<file path="src/rtl/vshift_pkg.sv">
package vshift_pkg;
  typedef enum logic [1:0] {
    OP_SLL = 2'd0,
    OP_SRL = 2'd1,
    OP_SRA = 2'd2,
    OP_RSV = 2'd3
  } shop_e;

  localparam int unsigned SEW_VARIANTS = 4;
  localparam int unsigned MAX_SEW      = 64;
endpackage

</file>
<file path="src/rtl/vshift_elem.sv">
module vshift_elem
  import vshift_pkg::*;
#(
  parameter int unsigned SEW  = 8,
  localparam int unsigned AW  = $clog2(SEW)
) (
  input  shop_e            op_i,
  input  logic [SEW-1:0]   src_i,
  input  logic [SEW-1:0]   old_i,
  input  logic [AW-1:0]    amt_i,
  input  logic             active_i,
  input  logic             keep_i,
  output logic [SEW-1:0]   res_o
);
  logic [SEW-1:0] shifted;

  always_comb begin
    unique case (op_i)
      OP_SLL:  shifted = src_i << amt_i;
      OP_SRA:  shifted = $unsigned($signed(src_i) >>> amt_i);
      default: shifted = src_i >> amt_i;
    endcase
  end

  // tail clears, masked-off keeps old
  always_comb begin
    if (!active_i)   res_o = '0;
    else if (keep_i) res_o = old_i;
    else             res_o = shifted;
  end
endmodule

</file>
<file path="src/rtl/vshift_path.sv">
module vshift_path
  import vshift_pkg::*;
#(
  parameter int unsigned VLEN = 128,
  parameter int unsigned SEW  = 8,
  parameter int unsigned VL_W = 8,
  localparam int unsigned N   = VLEN / SEW,
  localparam int unsigned AW  = $clog2(SEW)
) (
  input  shop_e             op_i,
  input  logic              scalar_mode_i,
  input  logic [VL_W-1:0]   vl_i,
  input  logic [VLEN-1:0]   old_i,
  input  logic [VLEN-1:0]   src_i,
  input  logic [VLEN-1:0]   amt_i,
  input  logic [AW-1:0]     scalar_i,
  input  logic [N-1:0]      mask_i,
  input  logic              mask_en_i,
  output logic [VLEN-1:0]   res_o
);
  logic [VLEN-1:0] unused_amt;
  assign unused_amt = amt_i;

  for (genvar i = 0; i < N; i++) begin : g_elem
    logic [AW-1:0] amt_sel;
    logic          active;
    logic          keep;

    assign amt_sel = scalar_mode_i ? scalar_i : amt_i[i*SEW +: AW];
    // i < N always, so vl above capacity is clamped implicitly
    assign active  = {1'b0, vl_i} > (VL_W+1)'(i);
    assign keep    = mask_en_i & ~mask_i[i];

    vshift_elem #(.SEW(SEW)) u_elem (
      .op_i     (op_i),
      .src_i    (src_i[i*SEW +: SEW]),
      .old_i    (old_i[i*SEW +: SEW]),
      .amt_i    (amt_sel),
      .active_i (active),
      .keep_i   (keep),
      .res_o    (res_o[i*SEW +: SEW])
    );
  end
endmodule

</file>
<file path="src/rtl/vshift_unit.sv">
module vshift_unit
  import vshift_pkg::*;
#(
  parameter int unsigned VLEN = 128,
  parameter int unsigned VL_W = 8,
  localparam int unsigned MAX_ELEMS = VLEN / 8
) (
  input  logic              clk_i,
  input  logic              rst_ni,
  input  logic              start_i,
  input  logic [1:0]        op_i,
  input  logic              scalar_mode_i,
  input  logic [1:0]        sew_i,
  input  logic [VL_W-1:0]   vl_i,
  input  logic [VLEN-1:0]   old_i,
  input  logic [VLEN-1:0]   src_i,
  input  logic [VLEN-1:0]   amt_i,
  input  logic [63:0]       scalar_i,
  input  logic [MAX_ELEMS-1:0] mask_i,
  input  logic              mask_en_i,
  output logic [VLEN-1:0]   result_o,
  output logic              done_o
);
  shop_e           op;
  logic [VLEN-1:0] path_res [SEW_VARIANTS];
  logic [VLEN-1:0] next_res;
  logic [63:0]     unused_scalar;

  assign op            = shop_e'(op_i);
  assign unused_scalar = scalar_i;

  for (genvar s = 0; s < SEW_VARIANTS; s++) begin : g_sew
    localparam int unsigned SEW = 8 << s;
    localparam int unsigned N   = VLEN / SEW;
    localparam int unsigned AW  = $clog2(SEW);

    vshift_path #(.VLEN(VLEN), .SEW(SEW), .VL_W(VL_W)) u_path (
      .op_i          (op),
      .scalar_mode_i (scalar_mode_i),
      .vl_i          (vl_i),
      .old_i         (old_i),
      .src_i         (src_i),
      .amt_i         (amt_i),
      .scalar_i      (scalar_i[AW-1:0]),
      .mask_i        (mask_i[N-1:0]),
      .mask_en_i     (mask_en_i),
      .res_o         (path_res[s])
    );
  end

  assign next_res = path_res[sew_i];

  always_ff @(posedge clk_i or negedge rst_ni) begin
    if (!rst_ni) begin
      result_o <= '0;
      done_o   <= 1'b0;
    end else begin
      done_o <= start_i;
      if (start_i) result_o <= next_res;
    end
  end
endmodule

</file>
<file path="config.mk">
export PLATFORM = sky130hd
export DESIGN_NAME = vshift_unit
export DESIGN_NICKNAME = d
export VERILOG_FILES = /design/src/rtl/vshift_pkg.sv /design/src/rtl/vshift_elem.sv /design/src/rtl/vshift_path.sv /design/src/rtl/vshift_unit.sv
export SDC_FILE = /design/constraint.sdc
export NUM_CORES = 2
export LEC_CHECK = 0
export BUFFER_PORTS_ARGS = -buffer_cell sky130_fd_sc_hd__buf_4
export CAP_MARGIN = 20
export CORE_MARGIN = 4
export CORE_UTILIZATION = 40
export CTS_CLUSTER_SIZE = 8
export DETAILED_ROUTE_END_ITERATION = 12
export HOLD_SLACK_MARGIN = 0.12
export PLACE_DENSITY = 0.6
export SLEW_MARGIN = 20
export SYNTH_ARGS = -nofsm -noshare
export SYNTH_HDL_FRONTEND = slang
export SYNTH_SLANG_ARGS = --single-unit
</file>
<file path="constraint.sdc">
create_clock -name clk_i -period 1.7 [get_ports clk_i]
set_input_delay 0.085 -clock clk_i [delete_from_list [all_inputs] [get_ports clk_i]]
set_output_delay 0.085 -clock clk_i [all_outputs]
set_load 0.01 [all_outputs]
</file>
==> impl_metrics.sql, run 1 <==
INSERT INTO impl_metrics (metric_group, metric, value, unit) VALUES
('global_routing', 'maximum_number_of_pins_on_one_net_before_global_route_repair', '100', ''),
('floorplanning', 'top_level_ports', '610', ''),
('synthesis', 'ys_seq_area_share', '5.897', '%'),
('synthesis', 'synthesis.yosys.warnings', '0', ''),
('global_routing', 'gr-total-overflow', '5', ''),
('placement', 'hpwl', '357600', 'um'),
('placement', 'gpl.final_weighted_congestion', '1.256', ''),
('placement', 'port-buffer-count', '485', ''),
('outcome', 'run_status', 'stopped before the end', ''),
('synthesis', 'synth-seq-cells', '129', ''),
('outcome', 'stop_stage', 'global routing', ''),
('floorplanning', 'die_extent_in_y', '378.0', 'um'),
('synthesis', 'yosys_most_used_dff', 'sky130_fd_sc_hd__dfrtp_1', ''),
('synthesis', 'asyncSetResetFlopFracSynth', '100.0', '%'),
('synthesis', 'net_count_after_synthesis', '8241', ''),
('cts', 'cts.root.buffer_cell', 'sky130_fd_sc_hd__clkbuf_16', ''),
('global_routing', 'globalRouteTotalUtil', '75.41', '%'),
('floorplanning', 'floorplan.initialDensity', '40.36', '%'),
('outcome', 'tool.error', '[ERROR GRT-0232] Routing congestion too high. Check the congestion heatmap in the GUI.', ''),
('cts', 'cts_num_sinks', '129', ''),
('sta', 'grt_worst_setup_endpoint', 'result_o[117]$_DFFE_PN0P_/D', ''),
('cts', 'maximum_count_of_clock_buffers_along_a_single_path', '2', ''),
('synthesis', 'count_of_flip_flops_with_a_built_in_enable_after_synthesis', '0', ''),
('floorplanning', 'die_x', '378.0', 'um'),
('synthesis', 'post_synth_inst_count', '7760', ''),
('floorplanning', 'std_cell_rows', '135', ''),
('synthesis', 'synthesis.area', '0.05475', 'mm^2'),
('sta', 'worst_endpoint_kind', 'register input', ''),
('cts', 'h-tree-depth', '4', ''),
('synthesis', 'post_synth_num_cell_types', '99', ''),
('cts', 'cts_buffers', '17', ''),
('synthesis', 'postSynthAreaPerCell', '7.055', 'um^2');
-- synthesized netlist by cell type (20+ instances only) --
master                      count  area [um^2]
sky130_fd_sc_hd__o21ai_1       28        140.1
sky130_fd_sc_hd__nor2b_1       21        131.4
sky130_fd_sc_hd__nand2_1      898         3371
sky130_fd_sc_hd__a21oi_1      770         3854
sky130_fd_sc_hd__a22oi_1       50        375.4
sky130_fd_sc_hd__and2_1        44        275.3
sky130_fd_sc_hd__a2111oi_0     40        350.3
sky130_fd_sc_hd__o2111ai_1     34        297.8
sky130_fd_sc_hd__o32ai_1       23        201.4
sky130_fd_sc_hd__mux2_2        91         1025
sky130_fd_sc_hd__o211ai_1     164         1231
sky130_fd_sc_hd__a32oi_1       32        280.3
sky130_fd_sc_hd__buf_4         78        585.6
sky130_fd_sc_hd__a211oi_1     147         1104
sky130_fd_sc_hd__o221ai_1      60        525.5
sky130_fd_sc_hd__nor2_1       777         2917
sky130_fd_sc_hd__o31ai_1       55        412.9
sky130_fd_sc_hd__o2bb2ai_1     20        175.2
sky130_fd_sc_hd__buf_6         32        360.4
sky130_fd_sc_hd__mux4_2       332         7477
sky130_fd_sc_hd__o311ai_0      36        315.3
sky130_fd_sc_hd__a21o_1        28        210.2
sky130_fd_sc_hd__mux2i_1      898         8989
sky130_fd_sc_hd__or3_1         27        168.9
sky130_fd_sc_hd__a21boi_0      20        150.1
sky130_fd_sc_hd__a221o_1       32        320.3
sky130_fd_sc_hd__o21ai_0      733         3669
sky130_fd_sc_hd__a31oi_1      188         1176
sky130_fd_sc_hd__nand3_1      237         1186
sky130_fd_sc_hd__o22ai_1      124        775.7
sky130_fd_sc_hd__a311oi_1      40        350.3
sky130_fd_sc_hd__clkbuf_1     529         1986
sky130_fd_sc_hd__dfrtp_1      129         3228
sky130_fd_sc_hd__nor3_1       145        725.7
sky130_fd_sc_hd__o21a_1        47        352.8
sky130_fd_sc_hd__nand2b_1      42        262.8
sky130_fd_sc_hd__buf_2        257         1286
sky130_fd_sc_hd__a221oi_1     101        884.6
sky130_fd_sc_hd__buf_1         49        183.9
sky130_fd_sc_hd__nand4_1       38        237.7
sky130_fd_sc_hd__inv_1         38        142.6
sky130_fd_sc_hd__and3_1        38        237.7
sky130_fd_sc_hd__nor4_1        32        200.2
-- layer usage --
metal	overflow	GRT usage [%]
met5	0	46.69
met4	3	65.99
met3	0	65.59
met2	1	87.76
met1	1	77.44
-- stage by stage --
step / instance area, um^2 / instances / TNS [ps] / hold WS (ps) / setup WS (ps)
2_1_floorplan: 56430 / 7760 / -87270 / -210.6 / -788.6
3_3_place_gp: 82790 / 12130 / -197860 / 83.21 / -2198
3_5_place_dp: 82790 / 12130 / -203480 / 82.93 / -2225
4_1_cts: 92900 / 12540 / -88810 / 127.9 / -874.9
-- timing repair --
action,4_1_cts
resized for setup,1308
pin swaps,353
endpoints found under the hold margin,254
setup buffers,250
endpoints found under the setup margin,128
gates cloned,23
hold buffers,130
-- cell families after synthesis --
kind of cell | after synthesis | share of synthesized area (%)
buffers and inverters | 997 | 8.651
DFF | 129 | 5.897
AOI/OAI and AO/OA | 2938 | 34.25
muxes | 1352 | 32.85
and+or+nand+nor | 2344 | 18.35
==> inputs of run 2 (changes only) <==
--- a/config.mk
+++ b/config.mk
@@ -8,11 +8,9 @@
 export BUFFER_PORTS_ARGS = -buffer_cell sky130_fd_sc_hd__buf_4
 export CAP_MARGIN = 20
 export CORE_MARGIN = 4
-export CORE_UTILIZATION = 40
-export CTS_CLUSTER_SIZE = 8
+export CORE_UTILIZATION = 25
 export DETAILED_ROUTE_END_ITERATION = 12
-export HOLD_SLACK_MARGIN = 0.12
-export PLACE_DENSITY = 0.6
+export PLACE_DENSITY_LB_ADDON = 0.15
 export SLEW_MARGIN = 20
 export SYNTH_ARGS = -nofsm -noshare
 export SYNTH_HDL_FRONTEND = slang
==> impl_metrics.sql, run 2 <==
INSERT INTO impl_metrics (metric_group, metric, value, unit) VALUES
('outcome', 'run_status', 'finished with violations', ''),
('outcome', 'violations', 'setup timing', ''),
('floorplanning', 'top_level_ports', '610', ''),
('synthesis', 'post_synth_main_area_contributors', 'sky130_fd_sc_hd__mux2i_1 16%, sky130_fd_sc_hd__mux4_2 14%, sky130_fd_sc_hd__a21oi_1 7.0%', ''),
('global_routing', 'global_route_wire_length_before_repair', '717700', 'um'),
('sta', 'hold_viol_final', '0', ''),
('sta', 'setup_tns', '-105980', 'ps'),
('synthesis', 'synthesis.area', '0.05475', 'mm^2'),
('route', 'detail-route-antenna-nets', '0', ''),
('floorplanning', 'die_x', '476.0', 'um'),
('synthesis', 'synth-adder-area-share', '0', '%'),
('route', 'sum_of_met2_wire_segment_lengths_after_detailed_routing', '218800', 'um'),
('global_routing', 'maximum_number_of_pins_on_one_net_before_global_route_repair', '55', ''),
('sta', 'achievable-frequency', '371.3', 'MHz'),
('final_layout', 'final_nets', '11550', ''),
('cts', 'cts_buffers', '17', ''),
('synthesis', 'yosys.area_share.xor_xnor', '0', '%'),
('cts', 'cts_num_sinks', '129', ''),
('floorplanning', 'die-area', '0.2265', 'mm^2'),
('synthesis', 'synthTopCellsByCount', '898 x sky130_fd_sc_hd__mux2i_1, 898 x sky130_fd_sc_hd__nand2_1, 777 x sky130_fd_sc_hd__nor2_1', ''),
('final_layout', 'max_flop_register', 'result_o', ''),
('route', 'wl_met3', '53080', 'um'),
('synthesis', 'synth_top_cell_by_area', 'sky130_fd_sc_hd__mux2i_1', ''),
('synthesis', 'ys_seq_area_share', '5.897', '%'),
('global_routing', 'antenna_found_initial', '19', ''),
('setup_path', 'data_arrival_time_of_the_worst_path', '3180', 'ps'),
('sta', 'timing_worst_slew_pin_value', '928.1', 'ps'),
('route', 'drt_first_pass_iters', '8', ''),
('final_layout', 'flip_flop_count_of_the_largest_register_after_layout', '128', ''),
('final_layout', 'top_regs', 'result_o (128), done_o (1)', ''),
('job', 'cap_violations', '0', ''),
('synthesis', 'post_synth_inst_count', '7760', ''),
('cts', 'cts.root.buffer_cell', 'sky130_fd_sc_hd__clkbuf_16', ''),
('setup_path', 'ff2ff_setup_slack', '80', 'ps'),
('route', 'total_routed_wirelength', '535100', 'um'),
('sta', 'final-max-slew-violation-count', '0', ''),
('final_layout', 'final_area', '0.1003', 'mm^2'),
('cts', 'maximum_count_of_clock_buffers_along_a_single_path', '2', ''),
('setup_path', 'worst_r2r_path_cells', '5', ''),
('setup_path', 'worstReg2RegStart', 'result_o[4]', ''),
('placement', 'gpl.final_weighted_congestion', '1.076', ''),
('synthesis', 'postSynthAreaPerCell', '7.055', 'um^2'),
('final_layout', 'mostFrequentLayoutCell', 'sky130_fd_sc_hd__buf_4', ''),
('setup_path', 'crit_fanout', '8', ''),
('cts', 'clkTransAtPathRegs', '90', 'ps'),
('power_and_ir_drop', 'maximum_vdd_drop', '0.0009770', 'V'),
('synthesis', 'post_synth_mux_area_share', '32.85', '%'),
('setup_path', 'startpoint', 'scalar_mode_i', ''),
('global_routing', 'globalRouteTotalUtil', '45.13', '%'),
('route', 'viasPerCell', '6.345', ''),
('sta', 'unrepaired_setup_endpoints_after_global_routing', 'true', ''),
('placement', 'hpwl', '435200', 'um'),
('final_layout', 'fill_cells', '22050', ''),
('floorplanning', 'std_cell_rows', '171', ''),
('final_layout', 'drive_above_1_share', '53.09', '%'),
('sta', 'finalSetupViolations', '128', ''),
('synthesis', 'post_synth_and_or_nand_nor_area_fraction', '18.35', '%'),
('setup_path', 'cp_data_required_time', '2190', 'ps'),
('synthesis', 'count_of_flip_flops_with_a_built_in_enable_after_synthesis', '0', ''),
('sta', 'fin_crit', '2693', 'ps'),
('global_routing', 'gr-total-overflow', '0', ''),
('route', 'dr.first_iter.drc_count', '12130', ''),
('synthesis', 'synthesis.yosys.warnings', '0', ''),
('setup_path', 'worst-setup-path-type', 'in -> reg', ''),
('worst_hold_path', 'timing.hold.worst.class', 'in -> async', ''),
('floorplanning', 'floorplan.initialDensity', '25.18', '%'),
('placement', 'placed_cell_area', '0.08659', 'mm^2'),
('synthesis', 'synth-seq-cells', '129', ''),
('sta', 'worst_slew_margin_rel', '37.90', '%'),
('sta', 'fin_skew', '0', 'ps'),
('cts', 'clock_insertion_delay_worst_skew', '580', 'ps'),
('route', 'route.layer.met1.wl', '217600', 'um'),
('sta', 'finalHoldWorstSlack', '8.666', 'ps'),
('route', 'num_vias', '88510', ''),
('synthesis', 'yosys_most_used_dff', 'sky130_fd_sc_hd__dfrtp_1', ''),
('sta', 'period_share', '158.4', '%'),
('route', 'top_layer_used_by_detailed_routing', 'met5', ''),
('setup_path', 'setup.worst_path.start_class', 'primary input', ''),
('route', 'routed_wire_length_per_instance', '38.36', 'um'),
('cts', 'h-tree-depth', '4', ''),
('sta', 'setup_ws', '-993.2', 'ps'),
('final_layout', 'area.growth.synth_to_final', '83.24', '%'),
('synthesis', 'yosysTopAreaCellShare', '16.42', '%'),
('cts', 'tritoncts', 'built', ''),
('final_layout', 'final_core_util', '46.15', '%'),
('synthesis', 'net_count_after_synthesis', '8241', ''),
('floorplanning', 'core_region_area', '0.2174', 'mm^2'),
('placement', 'port-buffer-count', '485', ''),
('synthesis', 'synth_top_family_by_area', 'compound AO/OA/AOI/OAI gates', ''),
('final_layout', 'most_frequent_cells_in_the_layout', '3,593 x sky130_fd_sc_hd__buf_4, 817 x sky130_fd_sc_hd__nand2_1, 708 x sky130_fd_sc_hd__nor2_1', ''),
('power_and_ir_drop', 'power.density', '582.1', 'mW/mm^2'),
('route', 'number_of_remaining_drc_errors', '0', ''),
('power_and_ir_drop', 'power.static_leakage', '0.04223', 'uW'),
('synthesis', 'post_synth_num_cell_types', '99', ''),
('synthesis', 'synth_compound_area_share', '34.25', '%'),
('setup_path', 'crit_path_end_kind', 'register', ''),
('global_routing', 'grt_pass1_vias', '84770', ''),
('floorplanning', 'die_extent_in_y', '476.0', 'um'),
('synthesis', 'asyncSetResetFlopFracSynth', '100.0', '%');
## run 2: cell counts after synthesis
No cell type changed its count.
## run 2: cells by family after synthesis
group	Yosys count
buffers and inverters	997
flip-flops	129
multiplexers	1352
AND/OR/NAND/NOR	2344
AO/OA/AOI/OAI	2938
## run 2: layer usage
| layer | vias to the layer above | track usage, % |
|---|---|---|
| li1 | 36700 | - |
| met1 | 44330 | 59.93 |
| met2 | 6142 | 65.63 |
| met3 | 1333 | 9.602 |
| met4 | 4 | 29.89 |
| met5 | - | 0 |
## run 2: report_power, final
part	internal, uW	leakage, uW	switching, uW	total (uW)
clock	2100	0.000281	2300	4390
combinational	22000	0.0404	27500	49500
sequential	3580	0.00150	898	4480
## run 2: final cells by class
class	count	area [um^2]	share of cell area, %
Antenna cell	11	27.53	0.02744
Clock buffer	18	439.2	0.4378
Clock inverter	14	143.9	0.1434
Inverter	41	156.4	0.1559
Multi-Input combinational cell	6637	55670	55.49
Sequential cell	129	3228	3.218
Tap cell	2854	3571	3.560
Timing Repair Buffer	4245	37080	36.97
## run 2: stage by stage
step                setup slack, ps  power (uW)  instances
floorplan                    -788.6       20960       7760
global placement              -2455       45430      13500
detailed placement            -2437       45350      13500
CTS                          -879.5       55270      13860
global route                  -1028       59490      13940
finish                       -993.2       58390      13950
## run 2: repair_timing
item | 4_1_cts | 5_1_grt
endpoints found under the hold margin | 229 | 0
resized for setup | 1547 | 464
setup buffers | 271 | 94
pin swaps | 385 | 218
endpoints found under the setup margin | 128 | 128
hold buffers | 101 | 0
gates cloned | 21 | 3
## run 2: path summary, 6_finish.rpt
check / to
min: result_o[70]
min in group clk_i: result_o[107]
max: result_o[116]
max reg2reg: result_o[4]
min reg2reg: result_o[79]
max in group asynchronous: result_o[38]
## run 2: critical path: stages
cell	delay [ps]
sky130_fd_sc_hd__buf_16	190
sky130_fd_sc_hd__mux2_4	420
sky130_fd_sc_hd__buf_12	180
sky130_fd_sc_hd__buf_6	110
sky130_fd_sc_hd__mux4_2	430
sky130_fd_sc_hd__mux2i_1	100
sky130_fd_sc_hd__buf_4	170
sky130_fd_sc_hd__mux2i_4	230
sky130_fd_sc_hd__a211oi_4	90
sky130_fd_sc_hd__buf_6	150
sky130_fd_sc_hd__o221ai_4	180
sky130_fd_sc_hd__nand4_1	370
sky130_fd_sc_hd__buf_6	270
sky130_fd_sc_hd__a31oi_1	160
No activity file was read; power rests on OpenSTA's default activity.
